### config.mk
export PLATFORM = sky130hd
export DESIGN_NAME = spi_fifo_irq_unit
export DESIGN_NICKNAME = d
export VERILOG_FILES = /design/src/rtl/sfu_pkg.sv /design/src/rtl/sfu_fifo.sv /design/src/rtl/sfu_cfg_reg.sv /design/src/rtl/sfu_irq_ctrl.sv /design/src/rtl/spi_fifo_irq_unit.sv
export SDC_FILE = /design/constraint.sdc
export NUM_CORES = 1
export LEC_CHECK = 0
export ABC_AREA = 1
export BUFFER_PORTS_ARGS = -buffer_cell sky130_fd_sc_hd__buf_2
export CORE_ASPECT_RATIO = 0.7
export CORE_MARGIN = 10
export CORE_UTILIZATION = 35
export CTS_CLUSTER_DIAMETER = 50
export DETAILED_ROUTE_END_ITERATION = 12
export HOLD_SLACK_MARGIN = 0.1
export PLACE_DENSITY = 0.58
export SLEW_MARGIN = 20
export SYNTH_ARGS = -nofsm -noshare
export SYNTH_HDL_FRONTEND = slang
export SYNTH_SLANG_ARGS = --single-unit
### constraint.sdc
create_clock -name clk -period 4.3 [get_ports clk]
set_input_delay 0.43 -clock clk [delete_from_list [all_inputs] [get_ports clk]]
set_output_delay 0.43 -clock clk [all_outputs]
set_load 0.005 [all_outputs]
### src/rtl/sfu_pkg.sv
package sfu_pkg;
    localparam int IRQ_N = 5;
    localparam int IRQ_TX_LOW  = 0;
    localparam int IRQ_TX_OVF  = 1;
    localparam int IRQ_RX_UDF  = 2;
    localparam int IRQ_RX_OVF  = 3;
    localparam int IRQ_RX_HIGH = 4;

    localparam int ST_N        = 5;
    localparam int ST_BUSY     = 0;
    localparam int ST_TX_FULL  = 1;
    localparam int ST_TX_EMPTY = 2;
    localparam int ST_RX_EMPTY = 3;
    localparam int ST_RX_FULL  = 4;

    localparam int CLR_N      = 4;
    localparam int CLR_ALL    = 0;
    localparam int CLR_RX_UDF = 1;
    localparam int CLR_RX_OVF = 2;
    localparam int CLR_TX_OVF = 3;

    localparam int DMA_RX_EN = 0;
    localparam int DMA_TX_EN = 1;

    typedef struct packed {
        logic tx_ovf;
        logic rx_udf;
        logic rx_ovf;
    } sticky_t;
endpackage

### src/rtl/sfu_fifo.sv
module sfu_fifo #(
    parameter int DW    = 16,
    parameter int DEPTH = 8,
    parameter int LW    = $clog2(DEPTH + 1)
) (
    input  logic          clk,
    input  logic          rst_n,
    input  logic          push,
    input  logic [DW-1:0] wdata,
    input  logic          pop,
    output logic [DW-1:0] rdata,
    output logic [LW-1:0] level,
    output logic          full,
    output logic          empty,
    output logic          push_drop,
    output logic          pop_empty
);
    localparam int AW = (DEPTH > 1) ? $clog2(DEPTH) : 1;

    typedef struct packed {
        logic [AW-1:0] wr;
        logic [AW-1:0] rd;
        logic [LW-1:0] cnt;
    } fifo_st_t;

    fifo_st_t      st_d, st_q;
    logic [DW-1:0] mem_q [DEPTH];
    logic          do_push, do_pop;

    function automatic logic [AW-1:0] ptr_inc(input logic [AW-1:0] p);
        return (p == AW'(DEPTH - 1)) ? '0 : p + 1'b1;
    endfunction

    always_comb begin
        full    = (st_q.cnt == LW'(DEPTH));
        empty   = (st_q.cnt == '0);
        do_pop  = pop && !empty;
        do_push = push && (!full || do_pop);
        st_d    = st_q;
        if (do_push) st_d.wr = ptr_inc(st_q.wr);
        if (do_pop)  st_d.rd = ptr_inc(st_q.rd);
        case ({do_push, do_pop})
            2'b10:   st_d.cnt = st_q.cnt + 1'b1;
            2'b01:   st_d.cnt = st_q.cnt - 1'b1;
            default: st_d.cnt = st_q.cnt;
        endcase
    end

    always_ff @(posedge clk or negedge rst_n) begin
        if (!rst_n) st_q <= '0;
        else        st_q <= st_d;
    end

    always_ff @(posedge clk) begin
        if (do_push) mem_q[st_q.wr] <= wdata;
    end

    assign rdata     = empty ? '0 : mem_q[st_q.rd];
    assign level     = st_q.cnt;
    assign push_drop = push && !do_push;
    assign pop_empty = pop && empty;
endmodule

### src/rtl/sfu_cfg_reg.sv
module sfu_cfg_reg #(
    parameter int W           = 8,
    parameter int LIMIT       = 8,
    parameter bit CHECK_RANGE = 1'b1
) (
    input  logic         clk,
    input  logic         rst_n,
    input  logic         we,
    input  logic [W-1:0] wdata,
    output logic [W-1:0] value
);
    logic [W-1:0] val_d, val_q;
    logic         accept;

    generate
        if (CHECK_RANGE) begin : g_range
            assign accept = (32'(wdata) < 32'(LIMIT));
        end else begin : g_free
            assign accept = 1'b1;
        end
    endgenerate

    always_comb begin
        val_d = val_q;
        if (we && accept) val_d = wdata;
    end

    always_ff @(posedge clk or negedge rst_n) begin
        if (!rst_n) val_q <= '0;
        else        val_q <= val_d;
    end

    assign value = val_q;
endmodule

### src/rtl/sfu_irq_ctrl.sv
module sfu_irq_ctrl
    import sfu_pkg::*;
(
    input  logic             clk,
    input  logic             rst_n,
    input  logic             tx_ovf_ev,
    input  logic             rx_udf_ev,
    input  logic             rx_ovf_ev,
    input  logic             tx_low,
    input  logic             rx_high,
    input  logic             clr_we,
    input  logic [CLR_N-1:0] clr_bits,
    input  logic             mask_we,
    input  logic [IRQ_N-1:0] mask_wdata,
    output logic [IRQ_N-1:0] raw,
    output logic [IRQ_N-1:0] masked,
    output logic             irq
);
    typedef struct packed {
        logic [IRQ_N-1:0] mask;
        sticky_t          sticky;
    } irq_st_t;

    irq_st_t st_d, st_q;
    sticky_t clr_sel;

    always_comb begin
        clr_sel.tx_ovf = clr_we && (clr_bits[CLR_ALL] || clr_bits[CLR_TX_OVF]);
        clr_sel.rx_udf = clr_we && (clr_bits[CLR_ALL] || clr_bits[CLR_RX_UDF]);
        clr_sel.rx_ovf = clr_we && (clr_bits[CLR_ALL] || clr_bits[CLR_RX_OVF]);

        st_d = st_q;
        st_d.sticky.tx_ovf = (st_q.sticky.tx_ovf && !clr_sel.tx_ovf) || tx_ovf_ev;
        st_d.sticky.rx_udf = (st_q.sticky.rx_udf && !clr_sel.rx_udf) || rx_udf_ev;
        st_d.sticky.rx_ovf = (st_q.sticky.rx_ovf && !clr_sel.rx_ovf) || rx_ovf_ev;
        if (mask_we) st_d.mask = mask_wdata;
    end

    always_ff @(posedge clk or negedge rst_n) begin
        if (!rst_n) st_q <= '0;
        else        st_q <= st_d;
    end

    always_comb begin
        raw              = '0;
        raw[IRQ_TX_LOW]  = tx_low;
        raw[IRQ_TX_OVF]  = st_q.sticky.tx_ovf;
        raw[IRQ_RX_UDF]  = st_q.sticky.rx_udf;
        raw[IRQ_RX_OVF]  = st_q.sticky.rx_ovf;
        raw[IRQ_RX_HIGH] = rx_high;
        masked           = raw & st_q.mask;
        irq              = |masked;
    end
endmodule

### src/rtl/spi_fifo_irq_unit.sv
module spi_fifo_irq_unit
    import sfu_pkg::*;
#(
    parameter int DW    = 16,
    parameter int DEPTH = 8,
    parameter int CFG_W = 8,
    parameter int LW    = $clog2(DEPTH + 1)
) (
    input  logic             clk,
    input  logic             rst_n,
    input  logic             bus_tx_wr,
    input  logic [DW-1:0]    bus_tx_wdata,
    input  logic             bus_rx_rd,
    output logic [DW-1:0]    bus_rx_rdata,
    input  logic             eng_tx_take,
    output logic [DW-1:0]    eng_tx_word,
    output logic             eng_tx_valid,
    input  logic             eng_rx_put,
    input  logic [DW-1:0]    eng_rx_word,
    input  logic             eng_busy,
    input  logic             tx_thr_we,
    input  logic             rx_thr_we,
    input  logic             tx_wm_we,
    input  logic             rx_wm_we,
    input  logic [CFG_W-1:0] cfg_wdata,
    output logic [CFG_W-1:0] tx_thr,
    output logic [CFG_W-1:0] rx_thr,
    input  logic             mask_we,
    input  logic [4:0]       mask_wdata,
    input  logic             clr_we,
    input  logic [3:0]       clr_wdata,
    input  logic             dma_en_we,
    input  logic [1:0]       dma_en_wdata,
    output logic [LW-1:0]    tx_level,
    output logic [LW-1:0]    rx_level,
    output logic [4:0]       status,
    output logic [4:0]       raw_irq,
    output logic [4:0]       masked_irq,
    output logic             irq,
    output logic             tx_dma_req,
    output logic             rx_dma_req
);
    typedef struct packed {
        logic [1:0] dma_en;
    } top_st_t;

    top_st_t          st_d, st_q;
    logic             tx_full, tx_empty, rx_full, rx_empty;
    logic             tx_drop, tx_pop_empty, rx_drop, rx_pop_empty;
    logic [CFG_W-1:0] tx_wm, rx_wm;
    logic             tx_low, rx_high;

    sfu_fifo #(.DW(DW), .DEPTH(DEPTH), .LW(LW)) u_tx_fifo (
        .clk(clk), .rst_n(rst_n),
        .push(bus_tx_wr), .wdata(bus_tx_wdata),
        .pop(eng_tx_take), .rdata(eng_tx_word),
        .level(tx_level), .full(tx_full), .empty(tx_empty),
        .push_drop(tx_drop), .pop_empty(tx_pop_empty)
    );

    sfu_fifo #(.DW(DW), .DEPTH(DEPTH), .LW(LW)) u_rx_fifo (
        .clk(clk), .rst_n(rst_n),
        .push(eng_rx_put), .wdata(eng_rx_word),
        .pop(bus_rx_rd), .rdata(bus_rx_rdata),
        .level(rx_level), .full(rx_full), .empty(rx_empty),
        .push_drop(rx_drop), .pop_empty(rx_pop_empty)
    );

    // Interrupt thresholds clamp to the FIFO depth; DMA watermarks do not.
    sfu_cfg_reg #(.W(CFG_W), .LIMIT(DEPTH), .CHECK_RANGE(1'b1)) u_tx_thr (
        .clk(clk), .rst_n(rst_n), .we(tx_thr_we), .wdata(cfg_wdata), .value(tx_thr)
    );
    sfu_cfg_reg #(.W(CFG_W), .LIMIT(DEPTH), .CHECK_RANGE(1'b1)) u_rx_thr (
        .clk(clk), .rst_n(rst_n), .we(rx_thr_we), .wdata(cfg_wdata), .value(rx_thr)
    );
    sfu_cfg_reg #(.W(CFG_W), .LIMIT(DEPTH), .CHECK_RANGE(1'b0)) u_tx_wm (
        .clk(clk), .rst_n(rst_n), .we(tx_wm_we), .wdata(cfg_wdata), .value(tx_wm)
    );
    sfu_cfg_reg #(.W(CFG_W), .LIMIT(DEPTH), .CHECK_RANGE(1'b0)) u_rx_wm (
        .clk(clk), .rst_n(rst_n), .we(rx_wm_we), .wdata(cfg_wdata), .value(rx_wm)
    );

    assign tx_low  = (CFG_W'(tx_level) <= tx_thr);
    assign rx_high = (CFG_W'(rx_level) >  rx_thr);

    sfu_irq_ctrl u_irq (
        .clk(clk), .rst_n(rst_n),
        .tx_ovf_ev(tx_drop), .rx_udf_ev(rx_pop_empty), .rx_ovf_ev(rx_drop),
        .tx_low(tx_low), .rx_high(rx_high),
        .clr_we(clr_we), .clr_bits(clr_wdata),
        .mask_we(mask_we), .mask_wdata(mask_wdata),
        .raw(raw_irq), .masked(masked_irq), .irq(irq)
    );

    always_comb begin
        st_d = st_q;
        if (dma_en_we) st_d.dma_en = dma_en_wdata;
    end

    always_ff @(posedge clk or negedge rst_n) begin
        if (!rst_n) st_q <= '0;
        else        st_q <= st_d;
    end

    always_comb begin
        status              = '0;
        status[ST_BUSY]     = eng_busy || !tx_empty;
        status[ST_TX_FULL]  = tx_full;
        status[ST_TX_EMPTY] = tx_empty;
        status[ST_RX_EMPTY] = rx_empty;
        status[ST_RX_FULL]  = rx_full;
        tx_dma_req = st_q.dma_en[DMA_TX_EN] && (CFG_W'(tx_level) <= tx_wm);
        rx_dma_req = st_q.dma_en[DMA_RX_EN] && (CFG_W'(rx_level) >  rx_wm);
    end

    assign eng_tx_valid = !tx_empty;
endmodule

Word level (Yosys, flattened, before mapping)
Memory sizes are Yosys's and may differ from the RTL's.
Cells that the tools add are included.
{ "word_totals": {"ff_bits": 62, "n_memories": 2, "out_inout_bits": 75, "wordCells": 93, "mem_bits_rw": 256, "in_bits": 65} }
{ "op_classes": {"n_lt_le_gt_ge": 5, "bitwise_logic": 1, "mux": 12, "eq_ne": 10, "n_reduce_logical": 40, "addsub": 8} }
{ "memory_table": {"columns": ["memory", "depth", "word_bits", "read_ports", "rd_ports_with_merged_regs", "write_ports", "line", "text"], "rows": [
  ["u_rx_fifo.mem_q", 8, 16, 1, 0, 1, "sfu_fifo.sv:27", "logic [DW-1:0] mem_q [DEPTH];"],
  ["u_tx_fifo.mem_q", 8, 16, 1, 0, 1, "sfu_fifo.sv:27", null]
]} }
{ "ops": {"columns": ["operator", "count"], "rows": [
  ["2-to-1 mux 16 bit", 2],
  ["logical AND 1 bit", 17],
  ["greater-than comparator 4 x 8 -> 1 bit", 2],
  ["less-or-equal comparator 4 x 8 -> 1 bit", 2],
  ["case mux 4 bit (2 select lines)", 2],
  ["adder 3 x 1 -> 3 bit (second input constant)", 4],
  ["equality test 3 bit (second input constant)", 4],
  ["2-to-1 mux 3 bit", 4],
  ["logical NOT 1 bit", 9],
  ["logical OR 1 bit", 9],
  ["adder 4 x 1 -> 4 bit (second input constant)", 2],
  ["equality test 4 bit (second input constant)", 2],
  ["logical NOT 4 bit", 2],
  ["less-than comparator 8 x 4 -> 1 bit (second input constant)", 1],
  ["subtractor 4 x 1 -> 4 bit (second input constant)", 2],
  ["bitwise AND 5 bit", 1],
  ["OR reduction 5 bit", 1],
  ["equality test 2 x 1 -> 1 bit (second input constant)", 2],
  ["equality test 2 bit (second input constant)", 2],
  ["2-to-1 mux 1 bit", 4],
  ["nonzero test 2 bit", 2]
]} }

Longest topological paths before layout
Gate-level depths: netlist of the first run.
{ "depth": {"ltp_word": 8, "depth_mapped": 13, "ltp_nobuf": 13} }

Hierarchy
A second synthesis of the first run with hierarchy kept.
{ "hier_totals": {"cells_unflattened": 1260, "area_unflattened_um2": 13902.1} }
{ "modules_own_cells": {"columns": ["mod", "seq_area_each_um2", "area_per_inst_um2", "cells_each", "n_inst"], "rows": [
  ["sfu_fifo", 4093.9, 5829.3, 488, 2],
  ["sfu_cfg_reg at u_rx_thr ...", 200.2, 311.5, 32, 2],
  ["sfu_cfg_reg at u_rx_wm ...", 200.2, 305.3, 34, 2],
  ["spi_fifo_irq_unit", 50.0, 589.3, 96, 1],
  ["sfu_irq_ctrl", 200.2, 420.4, 56, 1]
]} }

Worst setup path after synthesis of the first run
No wires, ideal clock.
{ "synth_path": {"kind": "flip-flop to flip-flop", "from": "register u_tx_fifo.st_q (netlist bit u_tx_fifo.level[1])", "to": "memory u_tx_fifo.mem_q[1][0], enable pin", "synth_period_minus_slack_ps": 2907, "n_path_buf": 1, "arrival_ps": 2476, "slack_ps": 1393, "t_required_ps": 3870, "path_stages_with_launch": 8, "setup_ps": 430, "cell_sequence": "dfrtp_1 nor2_2 nand2_4 nand2_4 nand2_4 nand2_4 buf_6 nor4_1"} }
{ "synth_between": {"elab_chain_cells": 7, "word_cells_on_any_way": 9, "classes_between": "1 x eq/ne; 2 x mux; 6 x reduce/logical"} }
{ "synth_lines": {"columns": ["element", "line", "text"], "rows": [
  ["start, declared", "sfu_fifo.sv:26", "fifo_st_t st_d, st_q;"],
  ["start signal, assigned", "sfu_fifo.sv:51", "else st_q <= st_d;"],
  ["logical NOT 4 bit", "sfu_fifo.sv:36", "empty = (st_q.cnt == '0);"],
  ["logical NOT 1 bit", "sfu_fifo.sv:37", "do_pop = pop && !empty;"],
  ["logical AND 1 bit", "sfu_fifo.sv:37", null],
  ["logical OR 1 bit (*)", "sfu_fifo.sv:38", "do_push = push && (!full || do_pop);"],
  ["logical AND 1 bit (*)", "sfu_fifo.sv:38", null],
  ["2-to-1 mux 1 bit (*)", "sfu_fifo.sv:55", "if (do_push) mem_q[st_q.wr] <= wdata;"],
  ["2-to-1 mux 1 bit (not written as such) (*)", "sfu_fifo.sv:55", null],
  ["end, declared", "sfu_fifo.sv:27", null]
]} }
Mark *: on every way between the ends. The rest lies on a longest branch, timed or not.

Worst setup path after layout of the first run
{ "layout_path": {"from": "register u_rx_fifo.st_q[4] (netlist bit)", "to": "output port bus_rx_rdata[11]"} }
{ "layout_between": {"elab_chain_cells": 2} }
{ "layout_lines": {"columns": ["element", "line", "text"], "rows": [
  ["start, declared", "sfu_fifo.sv:26", null],
  ["start signal, assigned", "sfu_fifo.sv:51", null],
  ["memory (8 x 16 bit)", null, null],
  ["2-to-1 mux 16 bit", "sfu_fifo.sv:58", "assign rdata = empty ? '0 : mem_q[st_q.rd];"],
  ["end, declared", "spi_fifo_irq_unit.sv:14", "output logic [DW-1:0] bus_rx_rdata,"]
]} }
Every way passes these cells.

==> results of run 1 <==
[cells in the final DEF, fill, tap and decap left out, types with 29 or more instances in the layout]
cell       netlist  final
edfxtp_1       256    256
buf_2           27    139
o21ai_0        208    208
nor2_1         297    297
inv_1           63     63
dfrtp_1         62     58
o21ai_1         49     49
clkbuf_16        0     37
ha_1            29     29
nand2_1         57     57
[state kept, by name, indices dropped and copies added (netlist names)]
register and cells:
u_rx_fifo.st_q 6, st_q 2, u_rx_thr.value 8, u_irq.st_q 5
u_rx_fifo.mem_q 128, u_tx_fifo.st_q 6, u_tx_fifo.level 4, u_irq.raw 3
u_rx_fifo.level 4, u_rx_wm.value 8, u_tx_wm.value 8, u_tx_fifo.mem_q 128
u_tx_thr.value 8
[kinds of logic after synthesis]
| kind of cell | synth area share [%] |
|---|---|
| fa+ha+maj | 2.83 |
| compound gates | 10.4 |
| flops | 68.4 |
| mux | 0.834 |
| xor+xnor | 0.324 |
| simple gates | 11.9 |
| buf+inv | 5.27 |
[synth_stat cells, drive strengths merged (2+ instances only)]
cell type  count  area, um2
nor2         301       1140
o21ai        257       1290
edfxtp       256       7690
inv           69        259
dfrtp         62       1550
nand2         61        259
buf           56        383
ha            29        363
a21oi         19       95.1
clkbuf        16       66.3
nand3         14       75.1
mux2          10        113
nor4           9       56.3
nand4          6       37.5
nor3           4       20.0
or2            3       18.8
xor2           3       26.3
a31oi          2       12.5
xnor2          2       17.5
[cell type report]
| class | instances | area, um2 |
|---|---|---|
| antenna | 1 | 2.50 |
| clock buffer | 44 | 972 |
| clock inverter | 19 | 156 |
| fill | 3656 | 22500 |
| inverter | 70 | 264 |
| multi-input combinational | 723 | 3600 |
| sequential | 318 | 9250 |
| tap | 496 | 621 |
| timing repair buffer | 166 | 906 |
[metrics by stage]
step / hold slack (ns) / total power, mW / area (um2)
after floorplan: 0.134 / 6.46 / 13500
after global routing: 0.112 / 11.3 / 15800
after CTS: 0.102 / 10.7 / 15800
after detailed placement: 0.498 / 7.68 / 14600
after global placement: 0.491 / 7.62 / 14600
final: 0.127 / 10.5 / 15800
[worst max-delay path, delay by kind of cell, from the launching register on]
kind / cells / cell delay, ns
buffers and inverters: 3 / 1.24
flip-flops: 1 / 0.40
AO/OA/AOI/OAI: 2 / 0.28
AND/OR/NAND/NOR: 2 / 0.21
[power by group through the flow]
| stage | combinational (mW) | clock [mW] | sequential (mW) |
|---|---|---|---|
| after floorplan | 2.39 | 0 | 4.07 |
| after global placement | 3.35 | 0 | 4.27 |
| after detailed placement | 3.39 | 0 | 4.29 |
| after CTS | 3.41 | 3.04 | 4.23 |
| after global routing | 3.86 | 3.18 | 4.29 |
| final | 3.33 | 2.95 | 4.23 |
[timing repair]
item,in CTS,in global routing
hold buffers,3,0
gates resized for setup,0,0
endpoints found under the hold margin,37,0
[layer usage]
layer / track usage, % / part of all wire [%]
met1: 18.5 / 47
met2: 22.0 / 47
met5: 0 / 0
met4: 3.30 / 1.4
met3: 3.17 / 5.4
[worst max-delay path by stage]
stage                                  start               endpoint  slack [ns]  cells after the start
after floorplan           u_tx_fifo.level[1]  u_tx_fifo.mem_q[1][0]        1.39                      7
after global placement     u_rx_fifo.st_q[4]       bus_rx_rdata[13]        1.79                      7
after detailed placement   u_rx_fifo.st_q[4]        bus_rx_rdata[7]        1.76                      7
after CTS                  u_rx_fifo.st_q[4]        bus_rx_rdata[7]        1.17                      7
after global routing       u_rx_fifo.st_q[4]        bus_rx_rdata[7]        0.90                      7
final                      u_rx_fifo.st_q[4]       bus_rx_rdata[11]        1.22                      7
==> impl_metrics.tcl, run 1 <==
set metrics [dict create \
    syn_to_final_growth_pct 16.8 \
    critPathRequiredTime_ns 3.87 \
    drt_wl_total_um 32100 \
    max_stage_delay_ns 0.72 \
    tns_ns 0 \
    drc 0 \
    ys.flop_type "edfxtp_1" \
    cts.path.max_buffers 3 \
    setup_viol 0 \
    p_seq_share_pct 40.2 \
    vias 8785 \
    drtPass1Iterations 5 \
    irDropWorstVdd_mv 0.370 \
    ys_ff_latch 318 \
    placementRows 60 \
    cellInternalPower_mw 6.72 \
    cts_tree "done" \
    grt.total_usage_pct 13.7 \
    hold_class "in2reg" \
    hold_viol_final 0 \
    place_ws_ns 1.76 \
    ant_nets 0 \
    setup_ws_ns 1.22 \
    hold_depth 3 \
    skew_ns 0.0231 \
    syn_area_per_cell_um2 11.4 \
    critPathKind "reg2out" \
    powerDensity_mw_per_mm2 666 \
    drt-wirelength-per-cell_um 17.5 \
    clkSinkCount 318 \
    dieWidth_um 255 \
    netlist_area_mm2 0.0135 \
    ys_async_sr_fraction_pct 19.5 \
    rsz0062_at_grt "false" \
    endpoint_kind "output port" \
    antenna_found_initial 1 \
    fin_nets 1410 \
    fin_util_pct 41.2 \
    cp_max_fo 33 \
    syn_inst 1183 \
    drtIter0Drc 704 \
    start_util_pct 35.3 \
    synth_fp_nets 1278 \
    path_clk_slew_ns 0.06 \
    ys_seq_area_share_pct 68.4 \
    yosysUniqueCellTypes 31 \
    cts_setup_buffers 0 \
    reg2reg_to "u_rx_fifo.mem_q[2][7]" \
    crit_slowest_cell "inv_1" \
    detail_route.vias_per_cell 4.78 \
    clkPwrFrac_pct 28.1 \
    grt_overflow 0 \
    status "completed" \
    htree_levels 2 \
    worst_slew_pin_slew_ns 1.03 \
    place_inst 1770 \
    min-delay-start "cfg_wdata[7]" \
    maxCapViolCount 0 \
    netSwitchingFraction_pct 36.1 \
    finalCriticalPeriod_ns 3.08 \
    max_slew_margin_pct 31.1 \
    fin_cells 1837 \
    die_y_um 184 \
    dpl.hpwl_um 19600 \
    switching_power_mw 3.79 \
    slew_viol_final 0 \
    drive_gt1_share_pct 19.2 \
    grt_pass1_vias 8902 \
    ys_warn_count 0 \
    place_congestion 0.800 \
    cts_made_buffers 36 \
    cp_cell_sequence "inv_1, buf_4, nor2_1, o21ai_0, o21ai_0, nor2_1, buf_2" \
    max_freq_mhz 324 \
    core-area_mm2 0.0383 \
    p_leak_nw 6.10 \
    grt_pass1_wl_um 50800 \
    startpoint_type "flip-flop" \
    io_buffers 139 \
    clk_root_buffer_cell "clkbuf_16" \
    worst-r2r-cell-count 9 \
    p_comb_share_pct 31.7 \
    clk_latency_ns 0.53 \
    die-area_mm2 0.0470 \
    ioPinCount 140 \
    post-route-period-util_pct 71.7 \
    synth_edf_count 256 \
    r2r_start "u_rx_fifo.level[1]" \
    rrSetupSlack_ns 1.80 \
    cp.arrival_ns 2.65 \
    grt_max_degree 67 \
    holdPathEnd "u_rx_wm.value[7]" \
]
Note: power is estimated with default switching activity, not from simulation.
==> run 2: changes to the inputs <==
- PLACE_DENSITY: 0.58 -> 0.6
- clock period: 4.3 -> 2.51 ns (I/O delays scaled with it)
==> run 2 against run 1 <==
- register-to-register slack worse by 1.5 ns
- non-clock buffer count up 80
- final cell count up 4.3%
- wire length up 0.84%
- clock skew up 0.014 ns
- critical path type unchanged
- critical endpoint unchanged
- largest power group unchanged
==> impl_metrics.tcl, run 2 (synthesized netlist as in run 1, its figures left out) <==
set metrics [dict create \
    status "completed" \
    layout_common_cells "nor2_1 (296), edfxtp_1 (256), o21ai_0 (208)" \
    die_y_um 184 \
    max_slew_margin_pct 52.5 \
    dieWidth_um 255 \
    final_cell_area_mm2 0.0166 \
    max_freq_mhz 418 \
    powerDensity_mw_per_mm2 1100 \
    fin_nets 1489 \
    cp_max_fo 30 \
    cts.path.max_buffers 3 \
    maxCapViolCount 0 \
    grt.met1_usage_pct 18.4 \
    final_common_cell "nor2_1" \
    path_clk_slew_ns 0.06 \
    place_ws_ns 0.196 \
    antenna_found_initial 2 \
    total_power_mw 18.2 \
    slew_viol_final 0 \
    ant_nets 0 \
    skew_ns 0.0372 \
    use_met3_pct 3.12 \
    syn_to_final_growth_pct 22.8 \
    ioPinCount 140 \
    place_inst 1781 \
    drt-wirelength-per-cell_um 16.9 \
    drtPass1Iterations 5 \
    cts_made_buffers 35 \
    drtIter0Drc 509 \
    post-route-period-util_pct 95.3 \
    grt_pass1_vias 9197 \
    largestRegisters "u_rx_fifo.mem_q x128, u_tx_fifo.mem_q x128" \
    p_leak_nw 6.44 \
    grt_max_degree 63 \
    finalCriticalPeriod_ns 2.39 \
    grt_overflow 0 \
    htree_levels 2 \
    core-area_mm2 0.0383 \
    detail_route.vias_per_cell 4.78 \
    drc 0 \
    rsz0062_at_grt "false" \
    cts_tree "done" \
    hold_class "in2reg" \
    clk_root_buffer_cell "clkbuf_16" \
    drive_gt1_share_pct 18.5 \
    dpl.hpwl_um 19400 \
    die-area_mm2 0.0470 \
    fin_cells 1916 \
    clkSinkCount 318 \
    grt_pass1_wl_um 51100 \
    endpoint_kind "output port" \
    cp.arrival_ns 2.14 \
    tns_ns 0 \
    dpl_cell_area_mm2 0.0147 \
    place_congestion 0.775 \
    cts_setup_buffers 0 \
    clk_latency_ns 0.54 \
    worst-r2r-cell-count 11 \
    critPathKind "reg2out" \
    top_usage_layer "met2" \
    vias 9153 \
    startpoint_type "flip-flop" \
    start_util_pct 35.3 \
    hold_depth 4 \
    setup_viol 0 \
    worst_slew_pin_slew_ns 0.712 \
    io_buffers 139 \
    gr-usage-met2_pct 22.4 \
    placementRows 60 \
    hold_viol_final 0 \
    grt.total_usage_pct 13.8 \
    critPathRequiredTime_ns 2.26 \
    irDropWorstVdd_mv 0.553 \
    setup_ws_ns 0.118 \
    drt_wl_total_um 32400 \
]
[run 2: cell count changes in the layout (fill, tap and decap cells not counted), sizes merged]
| cell | previous run | this run |
|---|---|---|
| dlygate4sd3 | 3 | 72 |
| buf | 163 | 174 |
| clkinv | 11 | 9 |
| inv | 77 | 72 |
| bufinv | 1 | 2 |
| clkbuf | 44 | 49 |
[run 2: layout make-up]
type                    instances  area, um2
diodes                          1       2.50
clock buffers                  49        938
clock inverters                13        169
fillers                      3567      21700
inverters                      70        263
multi-input cells             723       3610
flip-flops and latches        318       9250
well taps                     496        621
repair buffers                246       1740
[run 2: per-stage QoR]
| step | hold WS [ns] | util [%] |
|---|---|---|
| 4_1_cts | 0.146 | 43.3 |
| 3_5_place_dp | 0.297 | 38.5 |
| 2_1_floorplan | -0.0446 | - |
| 6_report | 0.158 | 43.3 |
| 5_1_grt | 0.170 | 43.3 |
| 3_3_place_gp | 0.291 | 38.5 |
[run 2: worst paths after layout]
check,start,to,slack [ns]
worst max-delay path,u_rx_fifo.st_q[5],bus_rx_rdata[11],0.12
worst min-delay path,tx_thr_we,u_tx_thr.value[3],0.16
worst max register to register,u_rx_fifo.level[0],u_rx_fifo.level[2],0.34
worst min register to register,u_rx_wm.value[4],u_rx_wm.value[4],0.51
max in group asynchronous,rst_n,u_tx_fifo.st_q[4],1.92
min in group asynchronous,rst_n,u_rx_fifo.st_q[9],0.24
[run 2: critical path, cell delays in order (launching register included)]
cell	delay (ns)
dfrtp_4	0.60
buf_12	0.22
nor2_1	0.09
o21ai_0	0.11
o21ai_0	0.12
nor2_1	0.06
nor2_1	0.24
buf_2	0.17
[run 2: layer usage]
layer | share of wire [%] | vias up
met1 | 46 | 4403
met4 | 1.7 | 2
met5 | 0.046 | -
met2 | 47 | 195
li1 | - | 4511
met3 | 5.4 | 42
[run 2: repair_timing]
action | CTS | global route
hold buffers | 72 | 0
endpoints found under the setup margin | 0 | 5
hold endpoints to repair | 352 | 0
gates resized for setup | 0 | 4
[run 2: where the power goes]
| group | switching, mW | internal, mW |
|---|---|---|
| Sequential | 0.435 | 6.56 |
| Combinational | 3.97 | 2.29 |
| Clock | 2.07 | 2.87 |
| Total | 6.48 | 11.7 |
==> run 3: changes to the inputs <==
- REMOVE_ABC_BUFFERS: not set -> 1
==> run 3 against run 2 <==
- wire length grew 2.9%
- count of clock-buffer cells in the layout fell by 3
- non-clock buffer count is 7 lower
- design area up 0.54%
- global-route usage up 0.35 points
- hold slack got worse by 0.039 ns
- via count rose by 0.99%
- sequential cell count unchanged
- total power up 2.5%
- worst setup slack better by 0.049 ns
- critical path type unchanged
==> impl_metrics.tcl, run 3 (synthesized netlist as in run 1, its figures left out) <==
set metrics [dict create \
    detail_route.vias_per_cell 4.83 \
    hold_viol_final 0 \
    grt.total_usage_pct 14.1 \
    grt_max_degree 67 \
    irDropWorstVdd_mv 0.591 \
    clk_latency_ns 0.52 \
    wl_met3_um 2450 \
    rsz0062_at_grt "false" \
    hold_class "in2reg" \
    finalCriticalPeriod_ns 2.34 \
    final_common_cell "nor2_1" \
    placementRows 60 \
    endpoint_kind "output port" \
    antenna_found_initial 1 \
    htree_levels 2 \
    cp_max_fo 66 \
    skew_ns 0.0132 \
    total_power_mw 18.7 \
    die-area_mm2 0.0470 \
    clk_root_buffer_cell "clkbuf_16" \
    layout_common_cells "nor2_1 (297), edfxtp_1 (256), o21ai_0 (208)" \
    dieWidth_um 255 \
    powerDensity_mw_per_mm2 1120 \
    drtIter0Drc 650 \
    cts.path.max_buffers 3 \
    cts_made_buffers 37 \
    grt_overflow 0 \
    drt-wirelength-per-cell_um 17.4 \
    dr.max_layer_used "met4" \
    cts_tree "done" \
    p_leak_nw 6.47 \
    path_clk_slew_ns 0.06 \
    die_y_um 184 \
    startpoint_type "flip-flop" \
    clkSinkCount 318 \
    ant_nets 0 \
    fin_nets 1484 \
    drt_wl_total_um 33400 \
    max_slew_margin_pct 53.8 \
    vias 9244 \
    drc 0 \
    drive_gt1_share_pct 18.6 \
    wl_met1_um 15500 \
    cp.arrival_ns 2.09 \
    post-route-period-util_pct 93.3 \
    setup_ws_ns 0.167 \
    status "completed" \
    start_util_pct 35.3 \
    place_congestion 0.797 \
    critPathKind "reg2out" \
    dpl.hpwl_um 20300 \
    met2_length_um 14600 \
    grt_pass1_wl_um 52700 \
    slew_viol_final 0 \
    largestRegisters "u_rx_fifo.mem_q x128, u_tx_fifo.mem_q x128" \
    ioPinCount 140 \
    maxCapViolCount 0 \
    setup_viol 0 \
    core-area_mm2 0.0383 \
    drtPass1Iterations 5 \
    place_ws_ns 0.244 \
    worst_slew_pin_slew_ns 0.690 \
    rrSetupSlack_ns 0.24 \
    io_buffers 139 \
    syn_to_final_growth_pct 23.5 \
    max_freq_mhz 427 \
    grt_pass1_vias 9242 \
    critPathRequiredTime_ns 2.26 \
]
==> run 3: per-layer routing <==
metal / global-route usage [%] / up-vias
met5: 0 / -
met4: 4.61 / 0
met3: 3.76 / 53
met2: 21.2 / 244
met1: 19.6 / 4446
li1: - / 4501
==> run 3: worst paths after layout <==
check                                    from                  to  cells past startpoint
min                              cfg_wdata[0]    u_rx_wm.value[0]                      3
min reg2reg                  u_rx_wm.value[4]    u_rx_wm.value[4]                      1
max reg2reg                u_rx_fifo.level[0]  u_rx_fifo.level[2]                     10
min in group asynchronous               rst_n             st_q[1]                      2
max                         u_tx_fifo.st_q[5]      eng_tx_word[3]                      6
max in group asynchronous               rst_n   u_rx_fifo.st_q[5]                      3
==> run 3: metrics by stage <==
stage	std cells	area (um2)	utilization (%)	hold slack (ns)	setup TNS (ns)
2_1_floorplan	1111	13100	-	-0.0446	-62.27
3_3_place_gp	1779	14800	38.7	0.219	0
3_5_place_dp	1779	14800	38.7	0.221	0
4_1_cts	1911	16700	43.5	0.102	0
5_1_grt	1912	16700	43.5	0.147	0
6_report	1912	16700	43.5	0.119	0
==> run 3: power by group <==
part / internal, mW / leakage [nW] / total, mW / switching, mW
combinational: 2.32 / 2.83 / 6.33 / 4.01
clock: 3.25 / 0.581 / 5.37 / 2.12
sequential: 6.56 / 3.06 / 6.96 / 0.400
total: 12.1 / 6.47 / 18.7 / 6.53
==> run 3: worst max-delay path, stage by stage, from the launching register on <==
cell and delay, ns:
dfrtp_1 0.37, buf_12 0.27, o21ai_0 0.14, o21ai_0 0.23, o21ai_0 0.11, nor2_1 0.25
buf_2 0.18
==> run 3: layout make-up <==
class | count | area (um2)
inverter | 70 | 265
clock buffer | 46 | 960
fill | 3554 | 21600
antenna | 1 | 2.50
sequential | 318 | 9240
clock inverter | 19 | 238
multi-input combinational | 723 | 3600
timing repair buffer | 239 | 1740
tap | 496 | 621
==> run 3: timing repair <==
item | in CTS | in global routing
buffers inserted | 0 | 0
gates resized for setup | 0 | 3
hold buffers | 67 | 0
hold endpoints to repair | 351 | 0
setup endpoints to repair | 0 | 6
